--- config.mk ---
export PLATFORM = sky130hd
export DESIGN_NAME = mesi_pair_ctrl
export DESIGN_NICKNAME = d
export VERILOG_FILES = /design/src/rtl/mesi_pkg.sv /design/src/rtl/mesi_rr_arb.sv /design/src/rtl/mesi_txn_engine.sv /design/src/rtl/mesi_evt_cnt.sv /design/src/rtl/mesi_pair_ctrl.sv
export SDC_FILE = /design/constraint.sdc
export NUM_CORES = 1
export LEC_CHECK = 0
export BUFFER_PORTS_ARGS = -buffer_cell sky130_fd_sc_hd__buf_2
export CORE_MARGIN = 8
export CORE_UTILIZATION = 50
export DETAILED_ROUTE_END_ITERATION = 8
export GPL_ROUTABILITY_DRIVEN = 0
export HOLD_SLACK_MARGIN = 0.05
export PLACE_DENSITY_LB_ADDON = 0.12
export SETUP_SLACK_MARGIN = 0.1
export SLEW_MARGIN = 10
export SYNTH_ARGS = -nofsm -noshare
export SYNTH_HDL_FRONTEND = slang
export SYNTH_HIERARCHICAL = 1
export SYNTH_SLANG_ARGS = --single-unit
--- constraint.sdc ---
create_clock -name clk -period 6.9 [get_ports clk]
set_input_delay 0.69 -clock clk [delete_from_list [all_inputs] [get_ports clk]]
set_output_delay 0.69 -clock clk [all_outputs]
set_load 0.005 [all_outputs]
--- src/rtl/mesi_pkg.sv ---
package mesi_pkg;
  localparam int NCORE = 2;

  typedef enum logic [1:0] {
    ST_I = 2'd0,
    ST_S = 2'd1,
    ST_E = 2'd2,
    ST_M = 2'd3
  } mesi_e;

  typedef enum logic [1:0] {
    OP_READ  = 2'd0,
    OP_WRITE = 2'd1,
    OP_EVICT = 2'd2,
    OP_NOP   = 2'd3
  } op_e;
endpackage

--- src/rtl/mesi_rr_arb.sv ---
module mesi_rr_arb (
  input  logic       clk,
  input  logic       rst_n,
  input  logic [1:0] req,
  output logic [1:0] gnt,
  output logic       gnt_idx,
  output logic       fire
);
  logic prio_q, prio_d, prio_en;

  always_comb begin
    if (req == 2'b11) gnt = prio_q ? 2'b10 : 2'b01;
    else              gnt = req;
    gnt_idx = gnt[1];
    fire    = |gnt;
    prio_en = fire;
    prio_d  = ~gnt_idx;
  end

  always_ff @(posedge clk or negedge rst_n) begin
    if (!rst_n)       prio_q <= 1'b0;
    else if (prio_en) prio_q <= prio_d;
  end
endmodule

--- src/rtl/mesi_txn_engine.sv ---
module mesi_txn_engine
  import mesi_pkg::*;
#(
  parameter int DW = 8
) (
  input  logic                fire,
  input  logic                req_idx,
  input  logic [1:0]          op,
  input  logic [DW-1:0]       wdata,
  input  logic [1:0][1:0]     st,
  input  logic [1:0][DW-1:0]  val,
  input  logic [DW-1:0]       mem,
  output logic [1:0][1:0]     st_n,
  output logic [1:0][DW-1:0]  val_n,
  output logic [DW-1:0]       mem_n,
  output logic [2:0]          evt_inc,
  output logic [DW-1:0]       rsp_data
);
  logic  r, o;
  mesi_e sr, so;

  always_comb begin
    st_n    = st;
    val_n   = val;
    mem_n   = mem;
    evt_inc = '0;
    r       = req_idx;
    o       = ~req_idx;
    sr      = mesi_e'(st[r]);
    so      = mesi_e'(st[o]);
    if (fire) begin
      unique case (op_e'(op))
        OP_READ: begin
          if (sr == ST_I) begin
            if (so == ST_I) begin
              val_n[r] = mem;
              st_n[r]  = ST_E;
            end else begin
              val_n[r]   = val[o];
              st_n[r]    = ST_S;
              st_n[o]    = ST_S;
              evt_inc[1] = 1'b1;
              if (so == ST_M) begin
                mem_n      = val[o];
                evt_inc[2] = 1'b1;
              end
            end
          end
        end
        OP_WRITE: begin
          if (so != ST_I) begin
            evt_inc[0] = 1'b1;
            st_n[o]    = ST_I;
            val_n[o]   = '0;
            if (so == ST_M) begin
              mem_n      = val[o];
              evt_inc[1] = 1'b1;
              evt_inc[2] = 1'b1;
            end
          end
          st_n[r]  = ST_M;
          val_n[r] = wdata;
        end
        OP_EVICT: begin
          if (sr != ST_I) begin
            if (sr == ST_M) begin
              mem_n      = val[r];
              evt_inc[2] = 1'b1;
            end
            st_n[r]  = ST_I;
            val_n[r] = '0;
          end
        end
        default: ;
      endcase
    end
    rsp_data = val_n[r];
  end
endmodule

--- src/rtl/mesi_evt_cnt.sv ---
module mesi_evt_cnt #(
  parameter int CW = 8
) (
  input  logic          clk,
  input  logic          rst_n,
  input  logic          inc,
  output logic [CW-1:0] cnt
);
  logic [CW-1:0] cnt_q, cnt_d;

  always_comb cnt_d = cnt_q + CW'(1);

  always_ff @(posedge clk or negedge rst_n) begin
    if (!rst_n)   cnt_q <= '0;
    else if (inc) cnt_q <= cnt_d;
  end

  assign cnt = cnt_q;
endmodule

--- src/rtl/mesi_pair_ctrl.sv ---
module mesi_pair_ctrl
  import mesi_pkg::*;
#(
  parameter int DW = 8,
  parameter int CW = 8
) (
  input  logic              clk,
  input  logic              rst_n,
  input  logic [1:0]        req_vld,
  input  logic [3:0]        req_op,
  input  logic [2*DW-1:0]   req_wdata,
  output logic [1:0]        req_rdy,
  output logic [1:0]        rsp_vld,
  output logic [DW-1:0]     rsp_data,
  output logic [3:0]        line_state,
  output logic [2*DW-1:0]   line_value,
  output logic [DW-1:0]     mem_value,
  output logic              owner_vld,
  output logic              owner_idx,
  output logic [CW-1:0]     inv_cnt,
  output logic [CW-1:0]     xfer_cnt,
  output logic [CW-1:0]     wb_cnt
);
  localparam int NEVT = 3;

  logic [1:0]           gnt;
  logic                 gnt_idx, fire;
  logic [1:0]           op_sel;
  logic [DW-1:0]        wdata_sel;
  logic [1:0][1:0]      st_q, st_d;
  logic [1:0][DW-1:0]   val_q, val_d;
  logic [DW-1:0]        mem_q, mem_d;
  logic [1:0]           rsp_vld_q, rsp_vld_d;
  logic [DW-1:0]        rsp_data_q, rsp_data_d;
  logic [NEVT-1:0]      evt_inc;
  logic [NEVT-1:0][CW-1:0] evt_cnt;

  mesi_rr_arb u_arb (
    .clk(clk), .rst_n(rst_n), .req(req_vld),
    .gnt(gnt), .gnt_idx(gnt_idx), .fire(fire)
  );

  always_comb begin
    op_sel    = req_op[gnt_idx*2 +: 2];
    wdata_sel = req_wdata[gnt_idx*DW +: DW];
  end

  mesi_txn_engine #(.DW(DW)) u_eng (
    .fire(fire), .req_idx(gnt_idx), .op(op_sel), .wdata(wdata_sel),
    .st(st_q), .val(val_q), .mem(mem_q),
    .st_n(st_d), .val_n(val_d), .mem_n(mem_d),
    .evt_inc(evt_inc), .rsp_data(rsp_data_d)
  );

  always_comb rsp_vld_d = gnt;

  always_ff @(posedge clk or negedge rst_n) begin
    if (!rst_n) begin
      st_q  <= '0;
      val_q <= '0;
      mem_q <= '0;
    end else if (fire) begin
      st_q  <= st_d;
      val_q <= val_d;
      mem_q <= mem_d;
    end
  end

  always_ff @(posedge clk or negedge rst_n) begin
    if (!rst_n) begin
      rsp_vld_q  <= '0;
      rsp_data_q <= '0;
    end else begin
      rsp_vld_q <= rsp_vld_d;
      if (fire) rsp_data_q <= rsp_data_d;
    end
  end

  for (genvar g = 0; g < NEVT; g++) begin : g_cnt
    mesi_evt_cnt #(.CW(CW)) u_cnt (
      .clk(clk), .rst_n(rst_n), .inc(evt_inc[g]), .cnt(evt_cnt[g])
    );
  end

  always_comb begin
    owner_vld = 1'b0;
    owner_idx = 1'b0;
    for (int i = 0; i < NCORE; i++) begin
      if (st_q[i] == ST_M || st_q[i] == ST_E) begin
        owner_vld = 1'b1;
        owner_idx = 1'(i);
      end
    end
  end

  assign req_rdy    = gnt;
  assign rsp_vld    = rsp_vld_q;
  assign rsp_data   = rsp_data_q;
  assign line_state = st_q;
  assign line_value = val_q;
  assign mem_value  = mem_q;
  assign inv_cnt    = evt_cnt[0];
  assign xfer_cnt   = evt_cnt[1];
  assign wb_cnt     = evt_cnt[2];
endmodule

## Yosys cells after proc, flatten, opt, wreduce, memory -nomap -nowiden

Index checks and enable logic that the tools add are counted.

- Bits in registers: 63
- Bits in latches: 0
- Memory bits (writable): 0
- Bits in read-only memories: 0
- Bits of input ports: 24
- Output and inout bits: 66
- Word-level logic and storage cells: 124
- Memories kept: 0

- $add $sub $neg: 3
- Multiply operators: 0
- Div/mod/pow operators: 0
- Magnitude comparators: 4
- Equal/unequal tests: 14
- Shifts and indexed selects: 2
- Multiplexer cells: 58
- Bitwise operators: 19
- Reductions and logical operators: 13

Operators by type and width:

| cell | count |
|---|---|
| 8-bit 2-to-1 mux | 14 |
| 16-bit 2-to-1 mux | 6 |
| 16-bit bitwise mux | 3 |
| 16-bit case mux with 3 select lines | 1 |
| 16-bit AND | 2 |
| 16-bit inverter | 2 |
| 8-bit by 1-bit adder with 8-bit output, second input constant | 3 |
| 4-bit 2-to-1 mux | 6 |
| 8-bit case mux with 3 select lines | 1 |
| 2-bit 2-to-1 mux | 11 |
| 8-bit demux with 1-bit select | 2 |
| 2-bit == test, second input constant | 8 |
| 16-bit by 5-bit indexed part select with 8-bit output | 1 |
| 4-bit case mux with 3 select lines | 1 |
| 4-bit AND | 2 |
| 2-bit by 1-bit inequality test with 1-bit output, second input constant | 4 |
| 4-bit inverter | 2 |
| 1-bit 2-to-1 mux | 7 |
| 7-bit AND reduction | 1 |
| 2-bit AND | 3 |
| 2-bit logical NOT | 3 |
| 3-bit 2-to-1 mux | 2 |
| 2-bit inverter | 3 |
| 2-bit bitwise OR | 3 |
| other kinds (16) | 22 |

## Depth between registers and ports, before layout

- Depth after elaboration: 16
- Depth in mapped cells: 12
- Gate-level depth less buffers: 10

## Cells and area by module

Netlist, hierarchy kept.

By module, submodules not included:

| module | times used | cells each | area each (µm²) | sequential area each (µm²) |
|---|---|---|---|---|
| mesi_pair_ctrl | 1 | 91 | 1667.8 | 950.9 |
| mesi_txn_engine | 1 | 252 | 1552.7 | 0.0 |
| mesi_evt_cnt | 3 | 26 | 337.8 | 200.2 |
| mesi_rr_arb | 1 | 8 | 66.3 | 25.0 |

## Least setup slack after synthesis

OpenSTA, ideal clock, no wires.

- Path kind: in2reg
- Start point: in req_vld[1]
- End point: reg mem_q[0], in the netlist mem_value[0]
- Library setup time: 0.125 ns
- Data arrival time: 2.969 ns
- Data required time: 6.775 ns
- Setup slack: 3.805 ns
- Cell stages on the path: 9
- Buffers on the path: 2
- Cell sequence: a21boi_1 > buf_2 > mux2_2 > buf_2 > or2_2 > o221ai_2 > o311ai_4 > a221o_1 > mux2_4

- Elaborated cells on any way between the ends: 35
- Classes of those cells: eq/ne: 10; shift: 1; mux: 16; reduce/logical: 8

RTL lines:

| element | RTL line | source |
|---|---|---|
| start, declared | mesi_pair_ctrl.sv:9 | `input logic [1:0] req_vld,` |
| 2-bit == test | mesi_rr_arb.sv:12 | `if (req == 2'b11) gnt = prio_q ? 2'b10 : 2'b01;` |
| 2-bit 2-to-1 mux (*) | mesi_rr_arb.sv:12 |  |
| 4-bit by 3-bit indexed part select with 2-bit output (*) | mesi_pair_ctrl.sv:44 | `op_sel = req_op[gnt_idx*2 +: 2];` |
| via op_sel[0] | mesi_pair_ctrl.sv:28 | `logic [1:0] op_sel;` |
| 2-bit == test, or another cell as far along | mesi_txn_engine.sv:32 | `unique case (op_e'(op))` |
| 8-bit case mux with 3 select lines (*) | mesi_txn_engine.sv:32 |  |
| via mem_d[0] | mesi_pair_ctrl.sv:32 | `logic [DW-1:0] mem_q, mem_d;` |
| end signal, assigned | mesi_pair_ctrl.sv:65 | `mem_q <= mem_d;` |
| end, declared | mesi_pair_ctrl.sv:32 |  |

Mark *: on every way through the listed nets, which the timed path passes. The rest lies on a longest branch. The select of a mux whose other input is x is not followed.
A chain may end at the register's enable or synchronous reset.

## Final worst setup path

- Start point: in req_vld[0]
- End point: reg g_cnt[0].u_cnt.cnt_q[5]

- Elaborated cells on any way between the ends: 11
- Classes of those cells: eq/ne: 2; shift: 1; mux: 6; reduce/logical: 2

RTL lines:

| element | RTL line | source |
|---|---|---|
| 2-bit == test | mesi_rr_arb.sv:12 |  |
| 2-bit 2-to-1 mux (*) | mesi_rr_arb.sv:12 |  |
| 2-bit OR reduction (*) | mesi_rr_arb.sv:15 | `fire = \|gnt;` |
| via fire | mesi_pair_ctrl.sv:27 | `logic gnt_idx, fire;` |
| 3-bit 2-to-1 mux (*) | mesi_txn_engine.sv:31 | `if (fire) begin` |
| via evt_inc[0] | mesi_pair_ctrl.sv:35 | `logic [NEVT-1:0] evt_inc;` |
| end signal, assigned | mesi_evt_cnt.sv:15 | `else if (inc) cnt_q <= cnt_d;` |
| end, declared | mesi_evt_cnt.sv:9 | `logic [CW-1:0] cnt_q, cnt_d;` |

Marked as above.

==> reports/qor.yml <==
cells_and_area:
  area_growth_pct: 15.4
  layout_common_cells: "buf_2, dfrtp_1, nand2_1, mux2_4, a21oi_1"
  finish.utilization: 0.580
  mostFrequentLayoutCell: "buf_2"
  fin_cells: 619
  layout.nets: 533
  diodes: 0
  finalInstanceArea_um2: 4960
  drive_above_1_share: 0.364
synth:
  synth_compound_area_frac: 0.183
  synth_cell_types: 59
  syn_area_um2: 4300
  netlist_top_cells_area: "dfrtp_1, mux2_4, mux2_2"
  syn_inst: 429
  ys_seq_area_frac: 0.367
  synth_warnings: 6
  ys_seq_elements: 63
  synthMuxAreaShare: 0.178
  synth-simple-area-share: 0.171
  synth_edf_count: 0
  synth-adder-area-share: 0.00873
  ys.flop_type: "dfrtp_1"
  synth_top_area_frac: 0.367
  synth_area_leader_cell: "dfrtp_1"
  synth_xor_area_frac: 0.0428
  synth_top_family_by_area: "compound AO/OA/AOI/OAI gates"
  async_flop_share: 1.00
  postSynthAreaPerCell_um2: 10.0
  syn-num-nets: 456
worst_setup_path:
  crit_path_max_fanout: 47
  end_kind: "flop"
  r2r-end: "g_cnt[0].u_cnt/cnt[5]"
  r2r_cells: 9
  worstPathCellList: "buf_2, or2_2, buf_4, nor2b_1, nand2_1, a211oi_1, nand4_2, nor2_2, xor2_1"
  start_kind: "input pin"
  crit_required_ns: 7.18
  crit_family: "simple AND/OR/NAND/NOR gates"
  cp_data_arrival_time_ns: 4.28
  crit_type: "input pin to flop"
  path_depth: 9
  rr_startpoint: "u_arb/prio_q"
  slowest_delay_ns: 0.97
  reg2reg_setup_slack_ns: 3.00
  critPathSlowestCell: "nor2b_1"
  crit_end: "g_cnt[0].u_cnt/cnt[5]"
  startpoint: "req_vld[0]"
  path_buf_inv: 2
sta:
  timing.fmax_ghz: 0.250
  finalWorstPathRequiredPeriod_ns: 4.00
  min_period_over_period: 0.580
  whs_ns: 0.463
  rsz0062_at_grt: "false"
  drv_slew: 0
  setup_viol_count_final: 0
  setup_slack_ns: 2.90
  slew_headroom: 0.243
  fin_setup_tns_ns: 0
  fin_worst_skew_ns: 0.0106
  hold_viol: 0
  worst_pin_slew_ns: 1.13
cts:
  cts_tree: "built"
  post-cts-setup-buffer-count: 0
  cts_sinks: 63
  hold_buffers: 0
  cts.repair.resized: 0
  numCtsBuffers: 9
  h-tree-depth: 3
  path_clk_slew_ns: 0.08
  ctsRootBufferMaster: "clkbuf_8"
  clock_latency_ns: 0.35
  clockBufferDepth: 2
routing:
  dr.pass1.iters: 5
  wl_per_cell_um: 17.8
  totalWireLength_um: 11000
  drt_iter0_drc: 276
  avgViaCountPerCell: 5.87
  dr_total_vias: 3634
  remaining_drc_errors: 0
  ant_nets: 0
pwr:
  p_leak_nw: 2.38
  worst_ir_drop_vdd_v: 0.000157
  power.density_nw_per_um2: 341
  power_mw: 1.69
run:
  drv_cap: 0
floorplan:
  initial_core_util: 0.503
  die_x_um: 109
  rows: 34
  die_h_um: 109
  dieArea_um2: 11800
  coreArea_um2: 8550
  num_io_pins: 90
place:
  dpl-instance-area_um2: 4730
  dp_hpwl_um: 7310
  post-place-cells: 603
  port_buffers: 89
  place_ws_ns: 2.64
grt:
  grt_usage: 0.189
  grt_pass1_vias: 3528
  grt_overflow_total: 0
  grt_pass1_wl_um: 18000
  antenna_found_initial: 0
  grt_max_degree: 69
status:
  status: "completed"
min_path:
  hp-class: "flop to flop"
[routing by layer]
layer	wire length, µm	up-vias	part of all wire	track usage
met4	155	0	0.014	0.0684
met1	4810	1785	0.44	0.244
met5	0	-	0	0
li1	-	1727	-	-
met2	5340	110	0.48	0.302
met3	738	12	0.067	0.0449
[state kept, by name, indices dropped and copies added, names as in the netlist]
signal           count
g_cnt.u_cnt/cnt     24
line_state           4
line_value          16
mem_value            8
rsp_data             8
rsp_vld              2
u_arb/prio_q         1
[power breakdown]
part / switching (mW) / leakage (nW) / internal [mW]
Combinational: 0.338 / 1.45 / 0.344
Clock: 0.156 / 0.109 / 0.215
Sequential: 0.162 / 0.823 / 0.478
[kinds of logic (layout without fill, tap and decap cells)]
kind of cell,count (synthesis),count (layout)
adders and majority gates,3,3
buffers and inverters,33,115
muxes,59,59
DFF,63,63
and+or+nand+nor,135,135
AOI/OAI and AO/OA,115,115
xor gates and xnor gates,21,21
[worst min path at each step]
| stage | start | end | slack (ns) | cells after the start |
|---|---|---|---|---|
| after floorplan | rst_n | g_cnt[0].u_cnt/cnt[0] | 0.39 | 0 |
| after global placement | g_cnt[1].u_cnt/cnt[7] | g_cnt[1].u_cnt/cnt[7] | 0.45 | 1 |
| after detailed placement | g_cnt[1].u_cnt/cnt[7] | g_cnt[1].u_cnt/cnt[7] | 0.46 | 1 |
| after CTS | g_cnt[1].u_cnt/cnt[7] | g_cnt[1].u_cnt/cnt[7] | 0.47 | 1 |
| after global routing | g_cnt[1].u_cnt/cnt[7] | g_cnt[1].u_cnt/cnt[7] | 0.48 | 1 |
| final | g_cnt[1].u_cnt/cnt[7] | g_cnt[1].u_cnt/cnt[7] | 0.46 | 1 |
[cell type report]
type / count / area, µm²
timing repair buffer: 94 / 483
clock inverter: 6 / 92.6
fill: 769 / 3590
tap: 108 / 135
inverter: 5 / 18.8
clock buffer: 10 / 138
multi-input combinational: 333 / 2520
sequential: 63 / 1580
[Yosys cell counts, drive strengths merged, types with 3 or more instances]
master   n
o22ai    4
nor2b    4
a211oi   8
or2      7
nand2   55
inv      5
nor3b    7
o21ai   37
nand4   13
clkbuf   5
buf     23
a31oi    4
and2     5
nor2    21
dfrtp   63
xnor2    9
mux2    49
mux2i   10
ha       3
o221ai   4
xor2    12
a22oi    3
a221o    6
nand2b   5
a21oi   30
a32o     3
nor3     5
and3     5
a221oi   4
[worst register-to-register path, delay by kind of cell, from the launching register on]
kind	cells	cell delay, ns
AOI/OAI and AO/OA	2	0.89
xor gates and xnor gates	1	0.14
buffers and inverters	1	0.09
DFF	1	0.39
muxes	1	0.53
and+or+nand+nor	4	1.78
Power figures use the tool's default switching activity.
